--- config.mk ---
export PLATFORM = sky130hd
export DESIGN_NAME = lin_slave_node
export DESIGN_NICKNAME = d
export VERILOG_FILES = /design/src/rtl/lin_slave_node.sv
export SDC_FILE = /design/constraint.sdc
export NUM_CORES = 1
export LEC_CHECK = 0
export BUFFER_PORTS_ARGS = -buffer_cell sky130_fd_sc_hd__buf_2
export CORE_UTILIZATION = 40
export CTS_CLUSTER_DIAMETER = 120
export CTS_CLUSTER_SIZE = 10
export DETAILED_ROUTE_END_ITERATION = 8
export SYNTH_ARGS = -nofsm -noshare
export SYNTH_HDL_FRONTEND = slang
export SYNTH_SLANG_ARGS = --single-unit
export TNS_END_PERCENT = 10
--- constraint.sdc ---
create_clock -name clk -period 6.25 [get_ports clk]
set_input_delay 1.25 -clock clk [delete_from_list [all_inputs] [get_ports clk]]
set_output_delay 1.25 -clock clk [all_outputs]
set_load 0.03 [all_outputs]
--- src/rtl/lin_slave_node.sv ---
module lin_slave_node #(
  parameter int unsigned CLK_PER_BIT   = 2604,
  parameter int unsigned BREAK_BITS    = 11,
  parameter int unsigned TOL_PCT       = 15,
  parameter int unsigned WR_DATA_BYTES = 2,
  parameter int unsigned RD_DATA_BYTES = 4
) (
  input  logic       clk,
  input  logic       rst_n,
  input  logic       rxd,
  input  logic [1:0] as0_sel,
  output logic       txd,
  output logic       route_upd,
  output logic [7:0] route_a,
  output logic [7:0] route_b,
  output logic [7:0] err_flags
);

  localparam int unsigned SPAN_NOM = 8 * CLK_PER_BIT;
  localparam int unsigned SPAN_LO  = SPAN_NOM * (100 - TOL_PCT) / 100;
  localparam int unsigned SPAN_HI  = SPAN_NOM * (100 + TOL_PCT) / 100;
  localparam int unsigned BRK_MIN  = BREAK_BITS * CLK_PER_BIT;
  localparam int unsigned FT_WR    = CLK_PER_BIT * (34 + 10 * (WR_DATA_BYTES + 1)) * 14 / 10;
  localparam int unsigned FT_RD    = CLK_PER_BIT * (34 + 10 * (RD_DATA_BYTES + 1)) * 14 / 10;
  localparam int unsigned TW       = $clog2(FT_RD + 2) + 1;
  localparam int unsigned BW       = $clog2(SPAN_HI / 8 + 2) + 1;

  localparam logic [TW-1:0] SPAN_LO_T = TW'(SPAN_LO);
  localparam logic [TW-1:0] SPAN_HI_T = TW'(SPAN_HI);
  localparam logic [TW-1:0] BRK_MIN_T = TW'(BRK_MIN);
  localparam logic [TW-1:0] FT_WR_T   = TW'(FT_WR);
  localparam logic [TW-1:0] FT_RD_T   = TW'(FT_RD);
  localparam logic [BW-1:0] BIT_LO_T  = BW'(SPAN_LO / 8);
  localparam logic [BW-1:0] BIT_HI_T  = BW'(SPAN_HI / 8);

  typedef enum logic [2:0] {S_IDLE, S_BRK, S_SYNC, S_RXW, S_RX, S_GAP, S_TX, S_HOLD} st_t;
  typedef enum logic [1:0] {P_PID, P_D0, P_D1, P_CK} ph_t;

  function automatic logic [7:0] protect(input logic [5:0] id);
    return {~(id[1] ^ id[3] ^ id[4] ^ id[5]), id[0] ^ id[1] ^ id[2] ^ id[4], id};
  endfunction

  function automatic logic [7:0] cadd(input logic [7:0] a, input logic [7:0] b);
    logic [8:0] s;
    s = {1'b0, a} + {1'b0, b};
    return s[7:0] + {7'b0, s[8]};
  endfunction

  st_t           st;
  ph_t           ph;
  logic [2:0]    rx_s;
  logic          rx, rx_d, fall;
  logic [TW-1:0] cnt, frm, span, lim, bt_ext, half_ext;
  logic [BW-1:0] bit_t;
  logic [2:0]    nfall, byte_no;
  logic [3:0]    bidx, nb;
  logic [7:0]    sh, wb0, wb1, csum, txbyte;
  logic [4:0]    err_q;
  logic          txd_q, upd_q, wr_frm;
  logic          tmo, smp, tx_mid, tx_end, mism, rd_ok, tx_bit, pid_ok;
  logic [5:0]    wr_id, rd_id;

  assign rx        = rx_s[2];
  assign fall      = rx_d & ~rx;
  assign bt_ext    = TW'(bit_t);
  assign half_ext  = TW'(bit_t >> 1);
  assign span      = cnt + TW'(1);
  assign lim       = wr_frm ? FT_WR_T : FT_RD_T;
  assign tmo       = (st != S_IDLE) && (st != S_HOLD) && (frm >= lim);
  assign smp       = (bidx == 4'd0) ? (cnt == half_ext) : (cnt == bt_ext - TW'(1));
  assign tx_mid    = (cnt == half_ext);
  assign tx_end    = (cnt == bt_ext - TW'(1));
  assign mism      = tx_mid && (rx != txd_q);
  assign rd_ok     = (st == S_TX) && !tmo && !mism && tx_end && (bidx == 4'd9) && (byte_no == 3'd4);
  assign pid_ok    = (sh == protect(sh[5:0]));
  assign wr_id     = as0_sel[1] ? 6'h1C : (as0_sel[0] ? 6'h0A : 6'h08);
  assign rd_id     = as0_sel[1] ? 6'h2B : (as0_sel[0] ? 6'h29 : 6'h27);
  assign nb        = bidx + 4'd1;

  always_comb begin
    case (byte_no)
      3'd0:    txbyte = {3'b000, err_q};
      3'd1:    txbyte = route_a;
      3'd2:    txbyte = route_b;
      3'd3:    txbyte = 8'hFF;
      default: txbyte = ~csum;
    endcase
    if (nb >= 4'd9) tx_bit = 1'b1;
    else            tx_bit = txbyte[3'(nb - 4'd1)];
  end

  always_ff @(posedge clk) begin
    if (!rst_n) begin
      rx_s <= 3'b111;
      rx_d <= 1'b1;
    end else begin
      rx_s <= {rx_s[1:0], rxd};
      rx_d <= rx;
    end
  end

  always_ff @(posedge clk) begin
    if (!rst_n) begin
      st      <= S_IDLE;
      ph      <= P_PID;
      cnt     <= '0;
      frm     <= '0;
      bit_t   <= BW'(CLK_PER_BIT);
      nfall   <= '0;
      bidx    <= '0;
      byte_no <= '0;
      sh      <= '0;
      wb0     <= '0;
      wb1     <= '0;
      csum    <= '0;
      err_q   <= '0;
      txd_q   <= 1'b1;
      upd_q   <= 1'b0;
      wr_frm  <= 1'b0;
      route_a <= '0;
      route_b <= '0;
    end else begin
      upd_q <= 1'b0;
      if (st != S_IDLE && st != S_HOLD) frm <= frm + TW'(1);
      if (tmo) begin
        err_q[0] <= 1'b1;
        txd_q    <= 1'b1;
        st       <= S_HOLD;
      end else begin
        case (st)
          S_IDLE: if (fall) begin
            st     <= S_BRK;
            cnt    <= '0;
            frm    <= '0;
            ph     <= P_PID;
            wr_frm <= 1'b0;
          end
          S_BRK: begin
            cnt <= cnt + TW'(1);
            if (rx) begin
              st    <= (cnt >= BRK_MIN_T - TW'(1)) ? S_SYNC : S_IDLE;
              nfall <= '0;
            end
          end
          S_SYNC: begin
            cnt <= cnt + TW'(1);
            if (fall) begin
              nfall <= nfall + 3'd1;
              if (nfall == 3'd0) cnt <= '0;
              if (nfall == 3'd4) begin
                if (span < SPAN_LO_T || span > SPAN_HI_T) begin
                  err_q[4] <= 1'b1;
                  st       <= S_HOLD;
                end else begin
                  bit_t <= BW'(span >> 3);
                  st    <= S_RXW;
                end
              end
            end else if (nfall != 3'd0 && cnt > SPAN_HI_T) begin
              err_q[4] <= 1'b1;
              st       <= S_HOLD;
            end
          end
          S_RXW: if (fall) begin
            st   <= S_RX;
            cnt  <= '0;
            bidx <= '0;
          end
          S_RX: begin
            cnt <= cnt + TW'(1);
            if (smp) begin
              cnt <= '0;
              if (bidx == 4'd0) begin
                if (rx) st <= S_RXW;
                else    bidx <= 4'd1;
              end else if (bidx != 4'd9) begin
                sh   <= {rx, sh[7:1]};
                bidx <= nb;
              end else if (!rx) begin
                st <= S_HOLD;
              end else begin
                case (ph)
                  P_PID: begin
                    csum <= '0;
                    if (!pid_ok) begin
                      err_q[1] <= 1'b1;
                      st       <= S_HOLD;
                    end else if (sh[5:0] == wr_id) begin
                      ph     <= P_D0;
                      wr_frm <= 1'b1;
                      st     <= S_RXW;
                    end else if (sh[5:0] == rd_id) begin
                      byte_no <= '0;
                      st      <= S_GAP;
                    end else begin
                      st <= S_HOLD;
                    end
                  end
                  P_D0: begin
                    wb0  <= sh;
                    csum <= cadd(csum, sh);
                    ph   <= P_D1;
                    st   <= S_RXW;
                  end
                  P_D1: begin
                    wb1  <= sh;
                    csum <= cadd(csum, sh);
                    ph   <= P_CK;
                    st   <= S_RXW;
                  end
                  default: begin
                    if (sh == ~csum) begin
                      route_a <= wb0;
                      route_b <= wb1;
                      upd_q   <= 1'b1;
                    end else begin
                      err_q[2] <= 1'b1;
                    end
                    st <= S_HOLD;
                  end
                endcase
              end
            end
          end
          S_GAP: begin
            cnt <= cnt + TW'(1);
            if (tx_end) begin
              cnt   <= '0;
              bidx  <= '0;
              txd_q <= 1'b0;
              st    <= S_TX;
            end
          end
          S_TX: begin
            cnt <= cnt + TW'(1);
            if (mism) begin
              err_q[3] <= 1'b1;
              txd_q    <= 1'b1;
              st       <= S_HOLD;
            end else if (tx_end) begin
              cnt <= '0;
              if (bidx == 4'd9) begin
                if (byte_no == 3'd4) begin
                  err_q <= '0;
                  st    <= S_HOLD;
                end else begin
                  csum    <= cadd(csum, txbyte);
                  byte_no <= byte_no + 3'd1;
                  bidx    <= '0;
                  txd_q   <= 1'b0;
                end
              end else begin
                bidx  <= nb;
                txd_q <= tx_bit;
              end
            end
          end
          default: begin
            txd_q <= 1'b1;
            if (rx) st <= S_IDLE;
          end
        endcase
      end
    end
  end

  assign txd       = txd_q;
  assign route_upd = upd_q;
  assign err_flags = {3'b000, err_q};


  upd_pulse_chk: assert property (@(posedge clk) disable iff (!rst_n)
    route_upd |=> !route_upd);


  route_hold_chk: assert property (@(posedge clk) disable iff (!rst_n)
    !route_upd |-> ($stable(route_a) && $stable(route_b)));


  txd_idle_chk: assert property (@(posedge clk) disable iff (!rst_n)
    (st != S_TX) |-> txd);


  err_clear_chk: assert property (@(posedge clk) disable iff (!rst_n)
    (|($past(err_q) & ~err_q)) |-> $past(rd_ok));


  bit_range_chk: assert property (@(posedge clk) disable iff (!rst_n)
    (st == S_RX || st == S_GAP || st == S_TX) |-> (bit_t >= BIT_LO_T && bit_t <= BIT_HI_T));


  frame_cap_chk: assert property (@(posedge clk) disable iff (!rst_n)
    (st != S_IDLE && st != S_HOLD) |-> (frm <= FT_RD_T));

endmodule

==> metrics <==
initial antenna violation count 0; share of synthesized registers carrying an async set or reset 0; Post-Synthesis Cell Area 9330 sq um; WL/cell 17.4 microns; grt ovf 0; number of port buffers 27; Avg Cell Area, Syn 8.01 sq um; fraction of layout cells with a size suffix above 1 0.0862; Top FF cell, synth dfxtp_1; Fmax 225 MHz; Max Slew Vio Count 0; io pins 31; CTS tree done; EDFF count, synth 0; maximum vdd drop 0.000146 V; worst-path cell chain inv_1 -> ha_1 -> a222oi_1 -> nor2_1 -> a211oi_1 -> inv_1 -> ha_1 -> fa_1 -> a211oi_1 -> o21bai_1 -> a21oi_1 -> nor2b_1 -> o21ai_0 -> nand2b_1 -> ha_1 -> ha_1 -> and3_1 -> nand3_1 -> xor2_1 -> o22ai_1 -> nor3_1 -> nor3_1; element type at the critical path start flop; Starting Density 0.410; area grow syn2layout 8.80%; Clk Latency, worst-skew pair 0.44 ns; switching portion of total power 0.327; nets around 1200; clock root buffer clkbuf_16; hold crit path type reg2reg; Via Count 8462; setup TNS 0 ns; DP Cell Count between 1000 and 1500; worst slew pin tran 0.966 ns; Die Y 155 microns; Max-slew headroom 0.355; synth warn 0; post-route insts no fill 1461; CP Capture Type flop; Core Area 22800 sq um; Clock power frac 0.468; switching component of the power 0.710 mW; leakage power 3.99 nW; Die W ~150 microns; logic gate share of total power 0.126; most common cell type on the critical path ha_1; drt total wl 25400 microns; clk sinks 128; hpwl dp around 18000 microns; Period minus WS final 4.45 ns; # fillers 2281; cells after synthesis 1164; CTS clk-pin slew, worst paths roughly 0.070 ns; cts hold-fix bufs 0; Pwr Density 214 nW/um^2; via density per instance 5.79; sequential share of power 0.406; Post-CTS Resized 0; # rows 55; register area share after synthesis 0.275; vias in the first global route 7669; Hold Slack 0.413 ns; Post-route DRC 0; worst endpoint required time 6.54 ns; fin crit share 0.712; ANT cells 0; Max Buffers Root-to-Sink 2; ANT nets after route 0; synthesis-stage register bit count between 100 and 150; Arrival @ worst endpoint around 4.7 ns; critical path class reg2reg; clock skew 0.0132 ns; first-pass GRT wire length 41300 microns; outcome complete, no violations; largest net degree at the start of global routing 74; P_int ~1.5 mW; number of DRC markers in iteration 0 ~670; Netlist cell types slightly above 90; CP max FO 9; Max H-tree Level 4; Final Hold Viols 0; CP max stage delay 0.44 ns; max cap viols 0; Global Route Usage Sum 0.218; Detailed Routing Iterations Pass 1 6; post-CTS setup buffers 0; routability cong. 0.906; Die ar. 23900 sq um; TritonCTS Buffers 17; Final setup viols 0; unrepaired setup endpoints after global routing no; slowest CP cell fa_1
==> per-stage QoR <==
stage | area, sq um | util | power [mW] | setup slack (ns)
6_report | 10100 | 0.446 | 2.17 | 1.80
5_1_grt | 10100 | 0.446 | 2.27 | 1.35
4_1_cts | 10100 | 0.446 | 2.19 | 1.82
3_5_place_dp | 9530 | 0.419 | 1.17 | 1.86
3_3_place_gp | 9530 | 0.419 | 1.17 | 1.96
2_1_floorplan | 9340 | - | 1.10 | 2.19
==> metal layers <==
metal  part of all wire  global-route usage  wire length [microns]
met5                  0                   0                      0
met4              0.018              0.0665                    468
met3              0.056              0.0347                   1410
met2               0.45               0.348                  11500
met1               0.47               0.300                  12000
==> Yosys cell counts (23+ instances only) <==
cell type	n	area [sq um]
a21oi_1	55	275
xor2_1	44	385
xnor2_1	49	429
o21ai_0	51	255
inv_1	42	158
nand2_1	74	278
dfxtp_1	128	2560
nor2_1	139	522
and3_1	25	156
a211oi_1	23	173
mux2i_1	46	460
nand3_1	40	200
nor3_1	42	210
clkbuf_1	54	203
ha_1	49	613
==> critical path, delay by kind of cell (launching register included) <==
family / cells / cell delay, ns
AO/OA/AOI/OAI: 7 / 1.51
XOR/XNOR: 1 / 0.15
adder cells (fa/ha/maj): 5 / 1.37
buffers and inverters: 2 / 0.18
flip-flops: 1 / 0.39
AND/OR/NAND/NOR: 7 / 0.71
==> flip-flops by register name, indices dropped and copies added, names as in the netlist, 2 cells and up <==
register and flops:
cnt 20, wb1 8, bit_t 13, st 3
ph 2, wb0 8, csum 8, bidx 4
byte_no 3, err_q 5, route_b 8, route_a 8
frm 20, sh 8, nfall 3, rx_s 3
==> layout by cell type, fill, tap and decap left out, types with 14 or more instances in the layout <==
cell         n
and3_1      25
ha_1        49
nor3_1      42
xnor2_1     49
a31oi_1     17
o31ai_1     15
buf_2       27
clkbuf_16   17
inv_1       41
a211oi_1    23
o22ai_1     14
xor2_1      44
dfxtp_1    128
o21ai_0     51
nand2_1     74
nand3_1     40
nor2_1     139
mux2i_1     46
a21oi_1     55
nand4_1     22
==> power by group through the flow <==
stage	clock [mW]	combinational, mW	sequential [mW]
6_report	1.02	0.274	0.883
5_1_grt	1.07	0.309	0.888
4_1_cts	1.04	0.270	0.881
3_5_place_dp	0	0.269	0.900
3_3_place_gp	0	0.266	0.899
2_1_floorplan	0	0.232	0.866
==> cell type report <==
class | instances | area, sq um | share of cell area
multi-input cells | 917 | 6270 | 0.618
flip-flops and latches | 128 | 2560 | 0.252
clock buffers | 17 | 425 | 0.0419
well taps | 313 | 392 | 0.0386
clock inverters | 15 | 189 | 0.0186
inverters | 42 | 158 | 0.0155
repair buffers | 29 | 150 | 0.0148
==> path summary, 6_finish.rpt <==
check             to  startpoint  slack [ns]  depth (start not counted)
max          csum[6]  byte_no[1]        1.80                         22
min          rx_s[2]     rx_s[1]        0.41                          1
max reg2reg  csum[6]  byte_no[1]        1.80                         22
min reg2reg  rx_s[2]     rx_s[1]        0.41                          1
==> logic make-up (layout without fill, tap and decap cells) <==
group                    after synthesis  in the layout  synth area share
adder cells (fa/ha/maj)               51             51            0.0700
buffers and inverters                121            103            0.0537
flip-flops                           128            128             0.275
AO/OA/AOI/OAI                        277            277             0.212
multiplexers                          49             49            0.0554
other                                  1              3          0.000402
AND/OR/NAND/NOR                      443            443             0.244
XOR/XNOR                              94             94            0.0899
Power figures use the tool's default switching activity.
